[config.mk]
export PLATFORM = sky130hd
export DESIGN_NAME = sof_mask_unit
export DESIGN_NICKNAME = d
export VERILOG_FILES = /design/src/rtl/sof_pkg.sv /design/src/rtl/sof_seg_scan.sv /design/src/rtl/sof_out_stage.sv /design/src/rtl/sof_mask_unit.sv
export SDC_FILE = /design/constraint.sdc
export NUM_CORES = 1
export LEC_CHECK = 0
export ABC_AREA = 0
export BUFFER_PORTS_ARGS = -buffer_cell sky130_fd_sc_hd__buf_4
export CELL_PAD_IN_SITES_DETAIL_PLACEMENT = 0
export CELL_PAD_IN_SITES_GLOBAL_PLACEMENT = 1
export CORE_AREA = 5 5 66 68
export DETAILED_ROUTE_END_ITERATION = 8
export DIE_AREA = 0 0 71 73
export PLACE_DENSITY = 0.88
export SLEW_MARGIN = 20
export SYNTH_ARGS = -nofsm -noshare
export SYNTH_HDL_FRONTEND = slang
export SYNTH_SLANG_ARGS = --single-unit
[constraint.sdc]
create_clock -name clk -period 2.6 [get_ports clk]
set_input_delay 0.26 -clock clk [delete_from_list [all_inputs] [get_ports clk]]
set_output_delay 0.26 -clock clk [all_outputs]
set_load 0.05 [all_outputs]
[src/rtl/sof_pkg.sv]
package sof_pkg;
  parameter int unsigned SOF_W = 16;

  typedef enum logic {
    BASE_ZERO = 1'b0,
    BASE_SRC  = 1'b1
  } base_sel_e;
endpackage

[src/rtl/sof_seg_scan.sv]
module sof_seg_scan #(
  parameter int unsigned W = sof_pkg::SOF_W
) (
  input  logic [W-1:0] src,
  input  logic [W-1:0] pred,
  input  logic         pred_en,
  input  logic         zero_en,
  output logic [W-1:0] res
);
  import sof_pkg::*;

  base_sel_e      base_sel;
  logic [W-1:0]   base_vec;

  assign base_sel = (pred_en && !zero_en) ? BASE_SRC : BASE_ZERO;
  assign base_vec = (base_sel == BASE_SRC) ? src : '0;

  // Ascending prefix chain: each stage sees whether its segment already found a one.
  for (genvar i = 0; i < W; i++) begin : g_bit
    logic active;
    logic seg_start;
    logic carry_in;
    logic found_before;
    logic hit;
    logic found_out;

    assign active = pred_en ? pred[i] : 1'b1;

    if (i == 0) begin : g_first
      assign seg_start = active;
      assign carry_in  = 1'b0;
    end else begin : g_next
      assign seg_start = active & ~g_bit[i-1].active;
      assign carry_in  = g_bit[i-1].found_out;
    end

    assign found_before = seg_start ? 1'b0 : carry_in;
    assign hit          = active & src[i] & ~found_before;
    assign found_out    = active & (found_before | src[i]);
    assign res[i]       = base_vec[i] | hit;
  end
endmodule

[src/rtl/sof_out_stage.sv]
module sof_out_stage #(
  parameter int unsigned W       = sof_pkg::SOF_W,
  parameter bit          REG_OUT = 1'b1
) (
  input  logic         clk,
  input  logic         rst_n,
  input  logic         in_valid,
  output logic         in_ready,
  input  logic [W-1:0] din,
  output logic         out_valid,
  input  logic         out_ready,
  output logic [W-1:0] dout
);
  if (REG_OUT) begin : g_reg
    logic         vld_q;
    logic [W-1:0] data_q;
    logic         take;

    assign in_ready = !vld_q || out_ready;
    assign take     = in_valid && in_ready;

    always_ff @(posedge clk or negedge rst_n) begin
      if (!rst_n) begin
        vld_q  <= 1'b0;
        data_q <= '0;
      end else begin
        if (take) begin
          vld_q  <= 1'b1;
          data_q <= din;
        end else if (out_ready) begin
          vld_q  <= 1'b0;
        end
      end
    end

    assign out_valid = vld_q;
    assign dout      = data_q;
  end else begin : g_comb
    assign in_ready  = out_ready;
    assign out_valid = in_valid;
    assign dout      = din;
  end
endmodule

[src/rtl/sof_mask_unit.sv]
module sof_mask_unit #(
  parameter int unsigned W       = sof_pkg::SOF_W,
  parameter bit          REG_OUT = 1'b1
) (
  input  logic         clk,
  input  logic         rst_n,
  input  logic         in_valid,
  output logic         in_ready,
  input  logic [W-1:0] src_mask,
  input  logic [W-1:0] pred_mask,
  input  logic         pred_en,
  input  logic         zero_en,
  output logic         out_valid,
  input  logic         out_ready,
  output logic [W-1:0] result
);
  logic [W-1:0] scan_res;

  sof_seg_scan #(.W(W)) scan_i (
    .src     (src_mask),
    .pred    (pred_mask),
    .pred_en (pred_en),
    .zero_en (zero_en),
    .res     (scan_res)
  );

  sof_out_stage #(.W(W), .REG_OUT(REG_OUT)) stage_i (
    .clk       (clk),
    .rst_n     (rst_n),
    .in_valid  (in_valid),
    .in_ready  (in_ready),
    .din       (scan_res),
    .out_valid (out_valid),
    .out_ready (out_ready),
    .dout      (result)
  );
endmodule

==> impl_metrics.env, run 1 <==
export IMPL_die_x_microns=71
export IMPL_required_ps=2720
export IMPL_crit_chain="nand2b_1 > nand2_1 > a221oi_1 > o311a_1 > a222oi_1"
export IMPL_grt_max_degree=24
export IMPL_ys_seq_area_share_pct=34.6
export IMPL_cts_root_buf="clkbuf_8"
export IMPL_slew_headroom_pct=70.3
export IMPL_dpl_cell_area_sq_um=1680
export IMPL_num_fill_cells=422
export IMPL_final_nets=249
export IMPL_synth_warning_count=0
export IMPL_fmax_mhz=587
export IMPL_gp_congestion=0.842
export IMPL_drtAntennaViolNets=0
export IMPL_finish_utilization_pct=45.8
export IMPL_grt_pass1_vias=1465
export IMPL_crit_path_start_kind="register"
export IMPL_r2r_cells=5
export IMPL_cts_resized=0
export IMPL_post_route_period_util_pct=65.6
export IMPL_grt_overflow_total=0
export IMPL_synth_edf_count=0
export IMPL_p_leak_nw=0.782
export IMPL_dp_cells=255
export IMPL_finalCriticalPeriod_ps=1700
export IMPL_worstHoldPathType="in -> reg"
export IMPL_cts_made_buffers=3
export IMPL_finClkSkew_ps=5.55
export IMPL_slew_viol_final=0
export IMPL_hold_viol_final=0
export IMPL_fin_cells=260
export IMPL_fp_coreArea_sq_um=3800
export IMPL_syn_area_sq_um=1230
export IMPL_start_util_pct=32.3
export IMPL_worstSkewPairLatency_ps=260
export IMPL_tightestPinTransition_ps=444
export IMPL_cts_sinks=17
export IMPL_ir_worst_vdd_uv=265
export IMPL_dp_hpwl_microns=3010
export IMPL_path_max_fanout=13
export IMPL_htree_levels=1
export IMPL_grt_pass1_wl_microns=6620
export IMPL_crit_end="stage_i.dout[15]"
export IMPL_power_density_nw_per_um2=502
export IMPL_drive_gt1_share_pct=32.4
export IMPL_crit_path_start="stage_i.out_valid"
export IMPL_postCtsSetupRepairBufs=0
export IMPL_track_usage_pct=15.8
export IMPL_area_growth_pct=41.4
export IMPL_power_w=0.000873
export IMPL_reg2reg_to="stage_i.dout[15]"
export IMPL_max_stage_delay_ps=450
export IMPL_viasPerCell=5.28
export IMPL_drv_cap=0
export IMPL_synthArstFlopShare_pct=100
export IMPL_wl_per_cell_microns=14.9
export IMPL_synthCells=155
export IMPL_setup_tns_ps=0
export IMPL_syn_area_per_cell_sq_um=7.93
export IMPL_drt_wl_total_microns=3860
export IMPL_synth_flop_cell="dfrtp_1"
export IMPL_io_buffer_count=55
export IMPL_rrSetupSlack_ps=900
export IMPL_num_rows=23
export IMPL_dr_pass1_iters=4
export IMPL_ys_seq_elements=17
export IMPL_synth_cell_types=46
export IMPL_worstPathArrival_ps=1830
export IMPL_final_area_sq_um=1740
export IMPL_worstSetupPathType="reg -> reg"
export IMPL_rsz0062_at_grt="no"
export IMPL_cts_tree="yes"
export IMPL_final_setup_viol_count=0
export IMPL_crit_slowest_cell="a221oi_1"
export IMPL_n_antenna_cell=0
export IMPL_clockBufferDepth=2
export IMPL_die_h_microns=73
export IMPL_worstSetupEndpointType="register"
export IMPL_syn_nets=193
export IMPL_drc=0
export IMPL_ios=56
export IMPL_ctsHoldBuffers=1
export IMPL_rr_startpoint="stage_i.out_valid"
export IMPL_status="finished clean"
export IMPL_clk_pin_slew_worst_paths_ps=70
export IMPL_vias=1374
export IMPL_fp_dieArea_sq_um=5180
export IMPL_antenna_found_initial=0
export IMPL_drtIter0Drc=110
-- metal layers --
metal | part of all wire (%) | GRT usage, %
met3 | 8.0 | 4.82
met2 | 46 | 26.0
met5 | 0 | 0
met1 | 45 | 20.6
met4 | 1.3 | 3.34
-- cells in the final DEF, fill, tap and decap left out, types with 2 or more instances in the layout --
master and n:
buf_4 56, nand2_1 24, o21ai_0 20, dfrtp_1 17
nor2_1 16, a21oi_1 11, nor3_1 5, inv_1 4
nand2b_1 3, nor2b_1 3, a31oi_1 3, o31ai_1 3
o211ai_1 3, clkbuf_8 3, nand3_1 2, o2bb2ai_1 2
o21ai_1 2, a211oi_1 2, a41oi_1 2, a21boi_0 2
-- critical path: cells and delay by family, from the launching register on --
kind | cells | cell delay, ps
simple gates | 2 | 440
flops | 1 | 380
compound gates | 3 | 760
-- power by group --
group,internal [W],total [W],switching [W]
Sequential,0.000295,0.000313,0.0000176
Combinational,0.000127,0.000360,0.000233
Clock,0.000109,0.000200,0.0000909
Total,0.000532,0.000873,0.000341
-- flip-flops by register name (all words and copies together) (netlist names) --
name               flops
stage_i.out_valid      1
stage_i.dout          16
-- logic make-up after synthesis --
| logic type | share of synthesized area (%) |
|---|---|
| simple gates | 24.4 |
| mux | 0.815 |
| flops | 34.6 |
| buf+inv | 3.56 |
| compound gates | 36.6 |
-- per-stage QoR --
step                      worst slack [ps]  hold slack, ps
after floorplan                        486           -35.6
after global placement                 901             140
after detailed placement               877             143
after CTS                              874             217
after global routing                   801             234
final                                  895             219
-- final cells by class --
class / instances / area, sq um / area share [%]
repair buffers: 57 / 430 / 24.8
flip-flops and latches: 17 / 425 / 24.5
clock buffers: 4 / 45.0 / 2.59
well taps: 50 / 62.6 / 3.60
multi-input cells: 128 / 759 / 43.7
inverters: 4 / 15.0 / 0.864
-- worst min-delay path by stage --
stage | from | to | slack, ps | cells past startpoint
finish | in_valid | stage_i.out_valid | 220 | 2
global placement | rst_n | stage_i.dout[3] | 140 | 1
CTS | in_valid | stage_i.out_valid | 220 | 2
global route | in_valid | stage_i.out_valid | 230 | 2
floorplan | rst_n | stage_i.dout[0] | -40 | 0
detailed placement | rst_n | stage_i.out_valid | 140 | 1
-- synth_stat cells, types with 2 or more instances --
master     count  share of area (%)
a211oi_1       2                1.2
o31ai_1        3                1.8
a21oi_1       11                4.5
o2bb2ai_1      2                1.4
nand3_1        2               0.81
a21boi_0       2                1.2
o21ai_1        2               0.81
o21ai_0       20                8.1
nand2b_1       3                1.5
nor2b_1        3                1.5
nand2_1       24                7.3
clkbuf_1       3               0.92
a31oi_1        3                1.5
inv_1          4                1.2
nor3_1         5                2.0
a41oi_1        2                1.4
dfrtp_1       17                 35
buf_2          2               0.81
o211ai_1       3                1.8
nor2_1        16                4.9
(Power assumes the default switching activity.)
==> run 2, diff against run 1 <==
Settings changed: CORE_AREA 5 5 66 68 to 5 5 68 70, DIE_AREA 0 0 71 73 to 0 0 73 75, PLACE_DENSITY 0.88 to 0.83.
Clock period 2.6 ns to 1.6 ns, I/O delays scaled along.
==> run 2 against run 1 <==
Against the previous run:
- sequential power up 63%
- total power up 67%
- global-route usage about the same
- worst hold slack worse by 93 ps
- clock-buffer cell count unchanged
- flip-flop and latch count unchanged
- combinational power up 73%
- critical path depth up 1
- largest cell class unchanged
- largest power group unchanged
==> impl_metrics.env, run 2 (synthesis gave the netlist of run 1 again) <==
export IMPL_worstSetupPathType="in -> reg"
export IMPL_status="finished clean"
export IMPL_wl_per_cell_microns=15.2
export IMPL_worstSkewPairLatency_ps=250
export IMPL_vias=1411
export IMPL_rsz0062_at_grt="no"
export IMPL_cts_made_buffers=3
export IMPL_fmax_mhz=751
export IMPL_grt_pass1_vias=1361
export IMPL_cts_root_buf="clkbuf_8"
export IMPL_r2r_cells=5
export IMPL_fp_coreArea_sq_um=3910
export IMPL_rrSetupSlack_ps=270
export IMPL_ios=56
export IMPL_cts_tree="yes"
export IMPL_final_setup_viol_count=0
export IMPL_ctsHoldBuffers=1
export IMPL_final_nets=259
export IMPL_grt_overflow_total=0
export IMPL_rr_startpoint="stage_i.out_valid"
export IMPL_setup_tns_ps=0
export IMPL_crit_end="stage_i.dout[8]"
export IMPL_area_growth_pct=50.0
export IMPL_start_util_pct=31.4
export IMPL_worstPathArrival_ps=1510
export IMPL_path_max_fanout=12
export IMPL_p_leak_nw=0.843
export IMPL_worstHoldPathType="in -> reg"
export IMPL_grt_pass1_wl_microns=6710
export IMPL_layout_common_cells="buf_4, nand2_1, o21ai_0"
export IMPL_finClkSkew_ps=4.01
export IMPL_final_area_sq_um=1840
export IMPL_ir_worst_vdd_uv=445
export IMPL_die_h_microns=75
export IMPL_io_buffer_count=55
export IMPL_htree_levels=1
export IMPL_final_common_cell="buf_4"
export IMPL_drt_wl_total_microns=4100
export IMPL_finalCriticalPeriod_ps=1330
export IMPL_num_fill_cells=442
export IMPL_post_route_period_util_pct=83.2
export IMPL_drtAntennaViolNets=0
export IMPL_antenna_found_initial=0
export IMPL_hold_depth=2
export IMPL_crit_path_start="pred_en"
export IMPL_clockBufferDepth=2
export IMPL_drv_cap=0
export IMPL_worstSetupEndpointType="register"
export IMPL_tightestPinTransition_ps=347
export IMPL_cts_resized=0
export IMPL_n_antenna_cell=0
export IMPL_crit_path_start_kind="input pin"
export IMPL_track_usage_pct=15.8
export IMPL_dr_pass1_iters=4
export IMPL_viasPerCell=5.23
export IMPL_drc=0
export IMPL_postCtsSetupRepairBufs=0
export IMPL_dp_hpwl_microns=3270
export IMPL_reg2reg_to="stage_i.dout[15]"
export IMPL_slew_headroom_pct=76.7
export IMPL_grt_max_degree=18
export IMPL_hold_viol_final=0
export IMPL_required_ps=1780
export IMPL_largest_register_ffs=16
export IMPL_clk_pin_slew_worst_paths_ps=70
export IMPL_cts_sinks=17
export IMPL_num_rows=23
export IMPL_gp_congestion=0.874
export IMPL_drive_gt1_share_pct=37.3
export IMPL_die_x_microns=73
export IMPL_slew_viol_final=0
export IMPL_fp_dieArea_sq_um=5480
export IMPL_hold_slack_ps=127
export IMPL_drtIter0Drc=58
export IMPL_dpl_cell_area_sq_um=1790
export IMPL_power_density_nw_per_um2=789
==> run 2: worst min-delay path by stage <==
stage / slack [ps] / endpoint / start
2_1_floorplan: -140 / stage_i.dout[0] / rst_n
3_5_place_dp: 40 / stage_i.dout[2] / rst_n
6_report: 130 / stage_i.dout[15] / src_mask[14]
5_1_grt: 120 / stage_i.out_valid / in_valid
4_1_cts: 120 / stage_i.dout[15] / src_mask[14]
3_3_place_gp: 50 / stage_i.dout[3] / rst_n
==> run 2: cell type report <==
class	instances	area [sq um]	area share, %
well taps	50	62.6	3.39
repair buffers	67	518	28.1
flip-flops and latches	17	427	23.1
multi-input cells	128	776	42.1
clock buffers	4	45.0	2.44
inverters	4	15.0	0.815
==> run 2: layer usage <==
layer  global-route usage, %  share of wire (%)  up-vias
li1                        -                  -      707
met1                    21.7                 45      641
met2                    24.4                 45       54
met3                    3.87                8.1        9
met4                    4.71                1.8        0
met5                       0                  0        -
==> run 2: worst max-delay path, stage by stage <==
cell,delay [ps]
buf_4,160
nor2b_1,280
o31ai_2,130
and2_4,180
a2111oi_2,370
a2bb2oi_1,210
==> run 2: report_power, final <==
group | switching [W] | internal, W | total (W)
Clock | 0.000147 | 0.000177 | 0.000324
Combinational | 0.000387 | 0.000233 | 0.000621
Sequential | 0.0000298 | 0.000480 | 0.000510
Total | 0.000564 | 0.000890 | 0.00145
==> run 2: stage by stage <==
| step | util, % | power, W | setup slack (ps) | cells |
|---|---|---|---|---|
| detailed placement | 45.7 | 0.00114 | 17.3 | 265 |
| floorplan | - | 0.000875 | 28.8 | 155 |
| CTS | 47.1 | 0.00148 | 252 | 270 |
| global route | 47.1 | 0.00154 | 160 | 270 |
| global placement | 45.7 | 0.00114 | 71.0 | 265 |
| finish | 47.1 | 0.00145 | 268 | 270 |
